## src/rtl/win_pkg.sv

```systemverilog
package win_pkg;
  typedef enum logic [1:0] {
    CRD_XS = 2'd0,
    CRD_YS = 2'd1,
    CRD_XE = 2'd2,
    CRD_YE = 2'd3
  } crd_idx_e;

  localparam int CRD_COUNT = 4;
  localparam int MIN_PIX_BYTES = 2;
  localparam int MAX_PIX_BYTES = 4;
  localparam int MAX_SOURCE = 3;
endpackage

```

## src/rtl/win_coord_regs.sv

```systemverilog
module win_coord_regs #(
  parameter int CW = 10
) (
  input  logic                   clk,
  input  logic                   rst_n,
  input  logic                   wr,
  input  logic [1:0]             sel,
  input  logic                   hi,
  input  logic [7:0]             val,
  output logic [win_pkg::CRD_COUNT-1:0][CW-1:0] coord
);
  localparam int HW = CW - 8;

  for (genvar i = 0; i < win_pkg::CRD_COUNT; i++) begin : g_crd
    always_ff @(posedge clk) begin
      if (!rst_n) begin
        coord[i] <= '0;
      end else if (wr && sel == 2'(i)) begin
        if (hi) coord[i][CW-1:8] <= val[HW-1:0];
        else    coord[i][7:0]    <= val;
      end
    end
  end
endmodule

```

## src/rtl/win_addr_gen.sv

```systemverilog
module win_addr_gen #(
  parameter int CW = 10,
  parameter int AW = 21,
  parameter int NW = 22
) (
  input  logic          clk,
  input  logic          rst_n,
  input  logic          load,
  input  logic          clear,
  input  logic          step,
  input  logic [AW-1:0] ld_addr,
  input  logic [AW-1:0] ld_pitch,
  input  logic [CW:0]   ld_w,
  input  logic [2:0]    ld_bpp,
  input  logic [NW-1:0] ld_words,
  output logic          busy,
  output logic          last,
  output logic [AW-1:0] addr
);
  logic [NW-1:0] left;
  logic [AW-1:0] pitch;
  logic [CW:0]   w, xoff;
  logic [2:0]    bpp, acc;
  logic [3:0]    acc_sum;
  logic          adv;

  // bytes of the current pixel already covered, plus the two of this word
  assign acc_sum = {1'b0, acc} + 4'd2;
  assign adv     = acc_sum >= {1'b0, bpp};
  assign last    = busy && (left == NW'(1));

  always_ff @(posedge clk) begin
    if (!rst_n) begin
      busy  <= 1'b0;
      left  <= '0;
      addr  <= '0;
      pitch <= '0;
      w     <= '0;
      xoff  <= '0;
      bpp   <= '0;
      acc   <= '0;
    end else if (load) begin
      busy  <= 1'b1;
      left  <= ld_words;
      addr  <= ld_addr;
      pitch <= ld_pitch;
      w     <= ld_w;
      bpp   <= ld_bpp;
      acc   <= '0;
      xoff  <= '0;
    end else if (clear) begin
      busy <= 1'b0;
    end else if (step) begin
      left <= left - NW'(1);
      if (last) busy <= 1'b0;
      acc <= adv ? 3'(acc_sum - {1'b0, bpp}) : acc_sum[2:0];
      if (adv) begin
        if (xoff == w - (CW+1)'(1)) begin
          xoff <= '0;
          addr <= addr + pitch - AW'(w) + AW'(1);
        end else begin
          xoff <= xoff + (CW+1)'(1);
          addr <= addr + AW'(1);
        end
      end
    end
  end
endmodule

```

## src/rtl/win_dirty_box.sv

```systemverilog
module win_dirty_box #(
  parameter int BW = 11
) (
  input  logic          clk,
  input  logic          rst_n,
  input  logic          clear,
  input  logic          force_full,
  input  logic          merge,
  input  logic [BW-1:0] mx0,
  input  logic [BW-1:0] mx1,
  input  logic [BW-1:0] my0,
  input  logic [BW-1:0] my1,
  input  logic [BW-1:0] disp_w,
  input  logic [BW-1:0] disp_h,
  output logic [BW-1:0] x0,
  output logic [BW-1:0] x1,
  output logic [BW-1:0] y0,
  output logic [BW-1:0] y1,
  output logic          any
);
  logic [BW-1:0] bx0, bx1, by0, by1;

  // a refresh in the same cycle hands the old box over; merge into the cleared one
  always_comb begin
    bx0 = clear ? disp_w : x0;
    bx1 = clear ? '0     : x1;
    by0 = clear ? disp_h : y0;
    by1 = clear ? '0     : y1;
  end

  always_ff @(posedge clk) begin
    if (!rst_n) begin
      x0 <= '1;
      x1 <= '0;
      y0 <= '1;
      y1 <= '0;
    end else if (force_full) begin
      x0 <= '0;
      x1 <= disp_w;
      y0 <= '0;
      y1 <= disp_h;
    end else if (merge) begin
      x0 <= (mx0 < bx0) ? mx0 : bx0;
      x1 <= (mx1 > bx1) ? mx1 : bx1;
      y0 <= (my0 < by0) ? my0 : by0;
      y1 <= (my1 > by1) ? my1 : by1;
    end else if (clear) begin
      x0 <= bx0;
      x1 <= bx1;
      y0 <= by0;
      y1 <= by1;
    end
  end

  assign any = x1 > x0;
endmodule

```

## src/rtl/win_xfer_tracker.sv

```systemverilog
module win_xfer_tracker #(
  parameter int CW  = 10,
  parameter int W8W = 7
) (
  input  logic              clk,
  input  logic              rst_n,
  input  logic              coord_wr,
  input  logic [1:0]        coord_sel,
  input  logic              coord_hi,
  input  logic [7:0]        coord_val,
  input  logic [2:0]        src_sel,
  input  logic              src_wr,
  input  logic [2:0]        pix_bytes,
  input  logic [W8W-1:0]    disp_w8,
  input  logic [CW-1:0]     disp_h,
  input  logic              disp_en,
  input  logic              disp_blank,
  input  logic              refresh_done,
  input  logic              dp_valid,
  output logic              dp_ready,
  input  logic [15:0]       dp_data,
  output logic              fb_valid,
  input  logic              fb_ready,
  output logic [2*CW:0]     fb_addr,
  output logic [15:0]       fb_data,
  output logic              win_ok,
  output logic              xfer_busy,
  output logic [CW:0]       dirty_x0,
  output logic [CW:0]       dirty_x1,
  output logic [CW:0]       dirty_y0,
  output logic [CW:0]       dirty_y1,
  output logic              dirty_any
);
  import win_pkg::*;

  localparam int BW = CW + 1;
  localparam int AW = 2*CW + 1;
  localparam int NW = 2*CW + 2;
  localparam int PW = NW + 1;

  logic [CRD_COUNT-1:0][CW-1:0] crd;
  logic [CW-1:0] xs, ys, xe, ye;
  logic [BW-1:0] win_w, win_h, disp_wpix;
  logic [PW-1:0] byte_total;
  logic [AW-1:0] pitch, start_addr;
  logic          idle_setup, load, clear, step, last;
  logic          en_q, blank_q, force_full;
  logic [BW-1:0] cx0, cx1, cy0, cy1;

  win_coord_regs #(.CW(CW)) u_regs (
    .clk   (clk),
    .rst_n (rst_n),
    .wr    (coord_wr),
    .sel   (coord_sel),
    .hi    (coord_hi),
    .val   (coord_val),
    .coord (crd)
  );

  assign xs = crd[CRD_XS];
  assign ys = crd[CRD_YS];
  assign xe = crd[CRD_XE];
  assign ye = crd[CRD_YE];

  assign win_ok = (src_sel <= 3'(MAX_SOURCE)) &&
                  (pix_bytes >= 3'(MIN_PIX_BYTES)) &&
                  (pix_bytes <= 3'(MAX_PIX_BYTES)) &&
                  (xe >= xs) && (ye >= ys);

  assign win_w      = BW'(xe) - BW'(xs) + BW'(1);
  assign win_h      = BW'(ye) - BW'(ys) + BW'(1);
  assign byte_total = PW'(pix_bytes) * PW'(win_w) * PW'(win_h);
  assign disp_wpix  = BW'({disp_w8, 3'b000});
  assign pitch      = AW'(disp_wpix);
  assign start_addr = AW'(ys) * pitch + AW'(xs);

  assign idle_setup = !xfer_busy && dp_valid && win_ok && !src_wr;
  assign load       = (src_wr && win_ok) || idle_setup;
  assign clear      = src_wr && !win_ok;

  assign fb_valid = xfer_busy && dp_valid && !src_wr;
  assign fb_data  = dp_data;
  assign dp_ready = src_wr ? 1'b0 : (xfer_busy ? fb_ready : !win_ok);
  assign step     = fb_valid && fb_ready;

  win_addr_gen #(.CW(CW), .AW(AW), .NW(NW)) u_addr (
    .clk      (clk),
    .rst_n    (rst_n),
    .load     (load),
    .clear    (clear),
    .step     (step),
    .ld_addr  (start_addr),
    .ld_pitch (pitch),
    .ld_w     (win_w),
    .ld_bpp   (pix_bytes),
    .ld_words (byte_total[PW-1:1]),
    .busy     (xfer_busy),
    .last     (last),
    .addr     (fb_addr)
  );

  // window snapshot taken when armed, used at commit
  always_ff @(posedge clk) begin
    if (!rst_n) begin
      cx0 <= '0; cx1 <= '0; cy0 <= '0; cy1 <= '0;
      en_q <= 1'b0; blank_q <= 1'b0;
    end else begin
      en_q    <= disp_en;
      blank_q <= disp_blank;
      if (load) begin
        cx0 <= BW'(xs);
        cx1 <= BW'(xe) + BW'(1);
        cy0 <= BW'(ys);
        cy1 <= BW'(ye) + BW'(1);
      end
    end
  end

  assign force_full = (disp_en != en_q) || (disp_blank != blank_q);

  win_dirty_box #(.BW(BW)) u_box (
    .clk        (clk),
    .rst_n      (rst_n),
    .clear      (refresh_done),
    .force_full (force_full),
    .merge      (step && last),
    .mx0        (cx0),
    .mx1        (cx1),
    .my0        (cy0),
    .my1        (cy1),
    .disp_w     (disp_wpix),
    .disp_h     (BW'(disp_h)),
    .x0         (dirty_x0),
    .x1         (dirty_x1),
    .y0         (dirty_y0),
    .y1         (dirty_y1),
    .any        (dirty_any)
  );
endmodule

```

## config.mk

```make
export PLATFORM = sky130hd
export DESIGN_NAME = win_xfer_tracker
export DESIGN_NICKNAME = d
export VERILOG_FILES = /design/src/rtl/win_pkg.sv /design/src/rtl/win_coord_regs.sv /design/src/rtl/win_addr_gen.sv /design/src/rtl/win_dirty_box.sv /design/src/rtl/win_xfer_tracker.sv
export SDC_FILE = /design/constraint.sdc
export NUM_CORES = 1
export LEC_CHECK = 0
export BUFFER_PORTS_ARGS = -buffer_cell sky130_fd_sc_hd__buf_2
export CAP_MARGIN = 40
export CORE_ASPECT_RATIO = 1.4
export CORE_MARGIN = 3
export CORE_UTILIZATION = 40
export CTS_BUF_LIST = sky130_fd_sc_hd__clkbuf_2
export DETAILED_ROUTE_END_ITERATION = 12
export PLACE_DENSITY_LB_ADDON = 0.1
export SLEW_MARGIN = 10
export SYNTH_ARGS = -nofsm -noshare
export SYNTH_HDL_FRONTEND = slang
export SYNTH_HIERARCHICAL = 1
export SYNTH_SLANG_ARGS = --single-unit
```

## constraint.sdc

```tcl
create_clock -name clk -period 23.1 [get_ports clk]
set_clock_uncertainty 0.15 [all_clocks]
set_input_delay 4.62 -clock clk [delete_from_list [all_inputs] [get_ports clk]]
set_output_delay 4.62 -clock clk [all_outputs]
set_load 0.02 [all_outputs]
```

Word level (Yosys, flattened, before mapping):

Index checks and enable logic that the tools add are counted.

* bits of input ports: 59
* bits in latches: 0
* bits in read-only memories: 0
* bits in writable memories: 0
* register bits: 207
* output and inout bits: 86
* word-level logic and storage cells: 150
* memories: 0

* shift operators: 0
* magnitude comparators: 11
* reduce and logical (&&, ||, !) cells: 45
* equal/unequal tests: 8
* multiplexer cells: 36
* div/mod/pow operators: 0
* $add $sub $neg: 16
* bitwise operators: 3
* multipliers: 3

Operators with widths (number)
* $mux W11: 19
* $mux W21: 5
* $mux W22: 3
* $add A21 B1 Y21 const B: 2
* $add A11 B1 Y11 const B: 3
* $gt A11 B11 Y1: 3
* $mul A14 B11 Y23: 1
* $add A10 B1 Y11 const B: 2
* $eq A22 B1 Y1 const B: 1
* $lt A10 B11 Y1: 2
* $reduce_and A2 Y1: 11
* $sub A10 B10 Y11: 2
* $sub A22 B1 Y22 const B: 1
* $add A20 B10 Y21: 1
* $add A21 B10 Y21: 1
* $sub A21 B11 Y21: 1
* $ge A10 B10 Y1: 2
* $mux W10: 2
* $logic_and A1 B1 Y1: 18
* $mul A10 B7 Y17: 1
* $mul A3 B11 Y14: 1
* $eq A11 B11 Y1: 1
* $sub A11 B1 Y11 const B: 1
* $reduce_bool A3 Y1: 3
* other kinds (19): 35

Logic depth before layout (Yosys ltp):

Gate-level depths: netlist (run 1).

* depth after elaboration: 10
* gate-level depth with buffers: 44
* gate-level depth less buffers: 42

Hierarchy:

Netlist (run 1), hierarchy kept.

Modules (own cells, without submodules)
* win_xfer_tracker: area each 11806.3 um^2, instances 1, seq. area each 880.8 um^2, cells each 1440
* win_addr_gen: area each 6765.2 um^2, instances 1, seq. area each 1861.8 um^2, cells each 846
* win_dirty_box: area each 3719.8 um^2, instances 1, seq. area each 880.8 um^2, cells each 449
* win_coord_regs: area each 1506.4 um^2, instances 1, seq. area each 800.8 um^2, cells each 145

Worst setup path before layout (run 1):

No wires, ideal clock.

* kind: input -> register
* start point: input pix_bytes[2]
* end point: register u_addr.left[21]
* arrival: 11.567 ns
* setup time: 0.076 ns
* stages: 32
* required time: 22.874 ns
* setup slack: 11.308 ns
* buffers on the path: 2
* cells stage by stage: clkbuf_1 -> nand2_1 -> fa_1 -> inv_1 -> ha_1 -> or2_2 -> a21oi_1 -> a21oi_1 -> a41o_1 -> nor2_1 -> xnor2_1 -> clkbuf_1 -> nand2_1 -> fa_1 -> inv_1 -> fa_1 -> fa_1 -> fa_1 -> inv_1 -> fa_1 -> inv_1 -> ha_1 -> nand3_1 -> nand2_1 -> a21o_1 -> nor2_1 -> a21boi_0 -> o21a_1 -> o41ai_1 -> xor2_1 -> nand2_1 -> a21boi_0

* elaborated cells on any way between the ends: 18
* classes of those cells: mul: 2; order compare: 2; eq/ne: 1; mux: 1; reduce/logical: 12

RTL lines
* from (decl): line win_xfer_tracker.sv:13 `input logic [2:0] pix_bytes,`
* $mul A3 B11 Y14: line win_xfer_tracker.sv:72 `assign byte_total = PW'(pix_bytes) * PW'(win_w) * PW'(win_h);`
* $mul A14 B11 Y23: line win_xfer_tracker.sv:72
* via byte_total[22]: line win_xfer_tracker.sv:44 `logic [PW-1:0] byte_total;`
* $mux W22: line win_addr_gen.sv:42 `end else if (load) begin`
* to (signal assigned): line win_addr_gen.sv:44 `left <= ld_words;`
* to (signal assigned): line win_addr_gen.sv:54 `left <= left - NW'(1);`
* to (decl): line win_addr_gen.sv:20 `logic [NW-1:0] left;`

The timed path passes the listed nets, and every way through them passes these cells.
A chain may end at the register's enable or synchronous reset.

Final worst setup path (run 1):

* start point: input pix_bytes[0]
* end point: register u_addr.left[18]

The elaborated chain is that of the path after synthesis.

==> results of run 1 <==
-- registers in the layout, summed over array words and instances, names as in the netlist, 21 cells and up --
signal and flops:
u_addr/pitch 21, u_addr/left 22, u_regs/coord 40, u_addr/addr 21
-- placed cells by master, fill, tap and decap left out, types with 23 or more instances in the layout --
cell      instances
a21oi_1         117
a22o_1           24
and2_1           90
and3_1           24
buf_2           110
buf_4            26
clkbuf_2         92
conb_1           28
dfxtp_1         221
fa_1            179
ha_1            245
inv_1           356
mux2i_1         139
nand2_1         392
nand2b_1         41
nand3_1          60
nand4_1          40
nor2_1          144
nor2b_1          54
nor3_1           44
o211ai_1         36
o21ai_0          76
o311ai_0         23
xnor2_1         114
xor2_1           40
-- area by class of cell --
class,count,area (sq um),area share
multi-input combinational,2186,17490,0.6849
clock buffer,92,460.4,0.01803
tap,749,937.1,0.03670
antenna,1,2.502,0.00009800
sequential,221,4424,0.1733
timing repair buffer,142,820.8,0.03214
clock inverter,13,60.06,0.002352
inverter,357,1340,0.05248
-- power by group through the flow --
stage	Combinational, mW	Clock (mW)	Sequential (mW)
detailed placement	1.56	0	0.439
floorplan	1.24	0	0.440
global placement	1.55	0	0.439
global route	1.81	0.323	0.435
finish	1.57	0.288	0.431
CTS	1.59	0.307	0.431
-- per-stage QoR --
step | setup WS (ns) | area, sq um
after floorplan | 11.31 | 23900
after global placement | 10.46 | 24920
after detailed placement | 10.45 | 25010
after CTS | 11.60 | 25530
after global routing | 11.04 | 25540
final | 11.46 | 25540
-- kinds of logic (layout without fill, tap and decap cells) --
group,after synthesis,in the layout
flops,221,221
buf+inv,500,604
compound gates,459,459
mux,143,143
fa+ha+maj,424,424
simple gates,978,978
xor+xnor,154,154
other cells,1,29
-- path summary, 6_finish.rpt --
path,start,end,slack (ns),cells past startpoint
setup / recovery,pix_bytes[0],u_addr/left[18],11.46,27
hold / removal,cy0[9],cy0[9],0.34,2
hold reg to reg,cy0[9],cy0[9],0.34,2
setup reg to reg,u_regs/coord[1],u_addr/left[21],12.96,42
-- metal layers --
layer,vias to the layer above,share of wire,global-route usage
met5,-,0.00019,0
met4,2,0.035,0.07437
met3,131,0.045,0.03130
met2,447,0.49,0.3797
met1,9694,0.43,0.2691
li1,9822,-,-
-- worst reg2reg max path, delay by kind of cell, from the launching register on --
family | cells | cell delay [ns]
buf+inv | 7 | 0.39
xor+xnor | 3 | 1.24
flops | 1 | 0.62
simple gates | 9 | 1.09
compound gates | 12 | 1.92
fa+ha+maj | 11 | 4.66
==> results.sh, run 1 <==
export IMPL_synthAdderAreaFrac=0.2794
export IMPL_setup_tns_final_ns=0
export IMPL_cp_top_family="adder cells"
export IMPL_synth_edf_count=0
export IMPL_fin_nets=3451
export IMPL_num_io_pins=145
export IMPL_slew_headroom=0.3777
export IMPL_rsz0062_at_grt="false"
export IMPL_min_period_over_period=0.5040
export IMPL_synthCells=2880
export IMPL_syn_to_final_growth_pct=7.303
export IMPL_drt_iter0_markers=873
export IMPL_post_synth_top_area_fraction=0.1859
export IMPL_ir_drop_uv=88.04
export IMPL_cts_root_buffer="clkbuf_2"
export IMPL_p_sw_frac=0.4875
export IMPL_end_kind="flip-flop"
export IMPL_p_int_mw=1.172
export IMPL_synth_seq_cells=221
export IMPL_synthTopCellsByArea="dfxtp_1, fa_1, ha_1"
export IMPL_ant_nets=0
export IMPL_cts_setup_buffers=0
export IMPL_rows=105
export IMPL_worst_path_buf_inv=4
export IMPL_grt_pass1_wl_mm=108.4
export IMPL_p_leak_nw=11.80
export IMPL_seqPwrFrac=0.188
export IMPL_grt_overflow_total=0
export IMPL_antenna_found_initial=3
export IMPL_routabilityCongestion=0.8852
export IMPL_powerDensity_nw_per_um2=89.55
export IMPL_grt_usage=0.2158
export IMPL_yosysWarnings=6
export IMPL_synth_simple_area_share=0.2002
export IMPL_worstSetupPathType="in2reg"
export IMPL_critPathSlowestCell="o311ai_0"
export IMPL_synth_top_family_by_area="adder cells"
export IMPL_viasPerCell=5.343
export IMPL_max_stage_delay_ns=0.61
export IMPL_instances_no_fill=3761
export IMPL_cts_tree="built"
export IMPL_num_vias=20100
export IMPL_core_sq_um=58730
export IMPL_period_minus_slack_ns=11.64
export IMPL_whs_ns=0.3414
export IMPL_numCtsBuffers=60
export IMPL_worstMarginPinSlew_ns=0.9249
export IMPL_yosysTopAreaCell="dfxtp_1"
export IMPL_hpwl_mm=52.34
export IMPL_yosysMostFrequentCell="nand2_1"
export IMPL_ctsResizeCount=0
export IMPL_synth_main_ff_cell="dfxtp_1"
export IMPL_fp_dieW_microns=212.1
export IMPL_grt_max_degree=63
export IMPL_clk_latency_ns=1.04
export IMPL_start_kind="input pin"
export IMPL_postLayoutCoreUtil=0.4348
export IMPL_synth_avg_cell_area_sq_um=8.263
export IMPL_cap_violations=0
export IMPL_synthArstFlopShare=0
export IMPL_drt_total_wl_mm=67.47
export IMPL_arrival_ns=12.44
export IMPL_combPwrFrac=0.686
export IMPL_slew_viol_final=0
export IMPL_die_h_microns=294.6
export IMPL_fillers=5963
export IMPL_synth_yosys_seq_area_share=0.1859
export IMPL_synthMuxAreaShare=0.06067
export IMPL_mappedNetlistArea_sq_um=23800
export IMPL_cp_max_fo=16
export IMPL_cts_sinks=221
export IMPL_cts_max_level=2
export IMPL_grt_pass1_vias=20450
export IMPL_die_area_sq_um=62500
export IMPL_cts_clk_slew_worst_paths_ns=0.11
export IMPL_cts_hold_buffers=0
export IMPL_required_ns=23.90
export IMPL_start_util=0.4052
export IMPL_yosys_top_cells_count="nand2_1, inv_1, ha_1"
export IMPL_crit_top_cell="fa_1"
export IMPL_switchingPower_mw=1.115
export IMPL_yosys_area_share_xor_xnor=0.05668
export IMPL_hold_path_class="reg2reg"
export IMPL_wl_per_cell_microns=17.94
export IMPL_power_total_mw=2.287
export IMPL_hold_viol_final=0
export IMPL_synth_cell_types=94
export IMPL_clkPwrFrac=0.126
export IMPL_dp_cells=3655
export IMPL_drive_above_1_share=0.09299
export IMPL_status="complete, no violations"
export IMPL_drc=0
export IMPL_synth_compound_area_frac=0.1330
export IMPL_clock_path_buffers=3
export IMPL_fmax_ghz=0.08590
export IMPL_setup_viol_count_final=0
export IMPL_numPortBuffers=110
export IMPL_drt_first_pass_iters=5
Power figures use the tool's default switching activity.
==> run 2: changes to the inputs <==
--- a/config.mk
+++ b/config.mk
@@ -5,6 +5,7 @@
 export SDC_FILE = /design/constraint.sdc
 export NUM_CORES = 1
 export LEC_CHECK = 0
+export ABC_AREA = 1
 export BUFFER_PORTS_ARGS = -buffer_cell sky130_fd_sc_hd__buf_2
 export CAP_MARGIN = 40
 export CORE_ASPECT_RATIO = 1.4
==> constraint.sdc (replaced) <==
create_clock -name clk -period 9.55 [get_ports clk]
set_clock_uncertainty 0.15 [all_clocks]
set_input_delay 1.91 -clock clk [delete_from_list [all_inputs] [get_ports clk]]
set_output_delay 1.91 -clock clk [all_outputs]
set_load 0.02 [all_outputs]
==> results.sh, run 2 <==
export IMPL_status="complete, no violations"
export IMPL_num_vias=23340
export IMPL_end_kind="flip-flop"
export IMPL_start_util=0.4053
export IMPL_worstMarginPinSlew_ns=0.8675
export IMPL_synthAdderAreaFrac=0.2633
export IMPL_numPortBuffers=110
export IMPL_grt_max_degree=87
export IMPL_drive_above_1_share=0.09153
export IMPL_crit_start="u_regs/coord[1]"
export IMPL_yosys_area_share_xor_xnor=0.04118
export IMPL_hold_viol_final=0
export IMPL_holdPathStages=2
export IMPL_yosysWarnings=6
export IMPL_setup_tns_final_ns=0
export IMPL_worstSetupPathType="reg2reg"
export IMPL_synthArstFlopShare=0
export IMPL_fillers=6812
export IMPL_ff2ff_path_depth=47
export IMPL_clk_latency_ns=1.05
export IMPL_use_met1=0.2631
export IMPL_die_h_microns=303.3
export IMPL_drt_first_pass_iters=5
export IMPL_synth_simple_area_share=0.2899
export IMPL_max_stage_delay_ns=0.56
export IMPL_synth_avg_cell_area_sq_um=6.683
export IMPL_rows=108
export IMPL_largest_reg_flops=40
export IMPL_fin_nets=4374
export IMPL_cts_tree="built"
export IMPL_setup_viol_count_final=0
export IMPL_largest_registers="u_regs/coord x40, u_addr/left x22"
export IMPL_start_kind="flip-flop"
export IMPL_yosysMostFrequentCell="nand2_1"
export IMPL_clock_path_buffers=3
export IMPL_hold_path_class="reg2reg"
export IMPL_cts_sinks=221
export IMPL_min_delay_start="u_addr/pitch[15]"
export IMPL_slew_headroom=0.4202
export IMPL_critPathSlowestCell="fa_1"
export IMPL_grt_busiest_layer="met2"
export IMPL_cts_root_buffer="clkbuf_2"
export IMPL_synth_main_ff_cell="dfxtp_1"
export IMPL_gr_usage_met2=0.4167
export IMPL_fp_dieW_microns=218.3
export IMPL_synth_cell_types=61
export IMPL_cts_hold_buffers=0
export IMPL_antenna_found_initial=10
export IMPL_synth_compound_area_frac=0.09659
export IMPL_final_cell_mix="nand2_1, inv_1, nor2_1, ha_1, dfxtp_1"
export IMPL_routabilityCongestion=0.8774
export IMPL_yosysTopAreaCell="dfxtp_1"
export IMPL_cts_max_level=3
export IMPL_synthMuxAreaShare=0
export IMPL_required_ns=10.32
export IMPL_synth_top_family_by_area="simple AND/OR/NAND/NOR gates"
export IMPL_synth_edf_count=0
export IMPL_crit_top_cell="nand2_1"
export IMPL_instances_no_fill=4766
export IMPL_cap_violations=0
export IMPL_wl_per_cell_microns=15.66
export IMPL_min_period_over_period=0.9315
export IMPL_multiInputGateArea_sq_um=17620
export IMPL_drc=0
export IMPL_rsz0062_at_grt="false"
export IMPL_yosys_top_cells_count="nand2_1, inv_1, nor2_1"
export IMPL_mappedNetlistArea_sq_um=25250
export IMPL_synthCells=3778
export IMPL_met3_usage=0.03366
export IMPL_final_common_cell="nand2_1"
export IMPL_drt_iter0_markers=1150
export IMPL_grt_pass1_vias=22810
export IMPL_slew_viol_final=0
export IMPL_num_io_pins=145
export IMPL_numCtsBuffers=66
export IMPL_timing_rr_start="u_regs/coord[1]"
export IMPL_cp_max_fo=6
export IMPL_grt_usage=0.2256
export IMPL_regArea_sq_um=4425
export IMPL_dp_cells=4648
export IMPL_post_synth_top_area_fraction=0.1752
export IMPL_syn_to_final_growth_pct=7.924
export IMPL_synth_yosys_seq_area_share=0.1752
export IMPL_largest_register="u_regs/coord"
export IMPL_die_area_sq_um=66210
export IMPL_ant_nets=0
export IMPL_hpwl_mm=59.30
export IMPL_grt_overflow_total=0
export IMPL_arrival_ns=9.66
export IMPL_core_sq_um=62290
export IMPL_period_minus_slack_ns=8.896
export IMPL_grt_pass1_wl_mm=118.7
export IMPL_synthTopCellsByArea="dfxtp_1, fa_1, nand2_1"
export IMPL_fmax_ghz=0.1124
export IMPL_viasPerCell=4.898
export IMPL_cts_clk_slew_worst_paths_ns=0.09
export IMPL_synth_seq_cells=221
export IMPL_drt_total_wl_mm=74.62
run 2: changes by cell type after synthesis, sizes merged, moves of 41 or more:
| cell | previous run | this run |
|---|---|---|
| a21oi | 118 | 190 |
| and2 | 91 | 2 |
| inv | 356 | 713 |
| mux2i | 139 | 0 |
| nand2 | 392 | 964 |
| nand2b | 41 | 0 |
| nand3 | 60 | 227 |
| nor2 | 148 | 427 |
| nor2b | 54 | 0 |
| o21ai | 87 | 178 |
| xnor2 | 114 | 32 |
| xor2 | 40 | 85 |
run 2: worst max-delay path: cells and delay by family, from the launching register on:
family	cells	cell delay, ns
flip-flops	1	0.34
buffers and inverters	11	0.77
AO/OA/AOI/OAI	9	1.37
adder cells (fa/ha/maj)	11	4.77
AND/OR/NAND/NOR	14	1.07
XOR/XNOR	2	0.32
run 2: cell type report:
class	count	share of cell area
multi-input combinational	2736	0.6465
tap	825	0.03788
clock inverter	18	0.005464
sequential	221	0.1624
inverter	717	0.09895
timing repair buffer	149	0.03118
clock buffer	92	0.01690
antenna	8	0.0007347
run 2: stage by stage:
stage            util  setup WS (ns)  hold WS [ns]  area, sq um
2_1_floorplan       -          1.008        0.2873        25350
3_3_place_gp   0.4261         0.4128        0.2982        26550
3_5_place_dp   0.4264         0.4018        0.3055        26560
4_1_cts        0.4362         0.2987        0.3191        27170
5_1_grt        0.4373      0.0009850        0.3464        27240
6_report       0.4374         0.6540        0.3150        27250
run 2: timing repair:
| action | in CTS | in global routing |
|---|---|---|
| endpoints found under the setup margin | 0 | 7 |
| setup buffers | 0 | 0 |
| gates resized for setup | 0 | 15 |
run 2: cell families (layout without fill, tap and decap cells):
group / Yosys count / in the layout
other cells: 1 / 36
flops: 221 / 221
xor+xnor: 117 / 117
simple gates: 1726 / 1726
buf+inv: 848 / 976
compound gates: 441 / 441
fa+ha+maj: 424 / 424
run 2: final timing paths:
| path | to | slack (ns) |
|---|---|---|
| hold / removal | u_addr/pitch[15] | 0.32 |
| setup / recovery | u_addr/left[19] | 0.65 |
| hold reg to reg | u_addr/pitch[15] | 0.32 |
| setup reg to reg | u_addr/left[19] | 0.65 |
run 2: per-layer routing:
metal / vias to the layer above / wire length (microns)
met3: 113 / 2895
li1: 11970 / -
met5: - / 34
met4: 4 / 2247
met2: 397 / 38410
met1: 10860 / 31030
Power of run 2 is not shown: default switching activity piles up to over one toggle a cycle in this logic, so the estimate is an artifact.
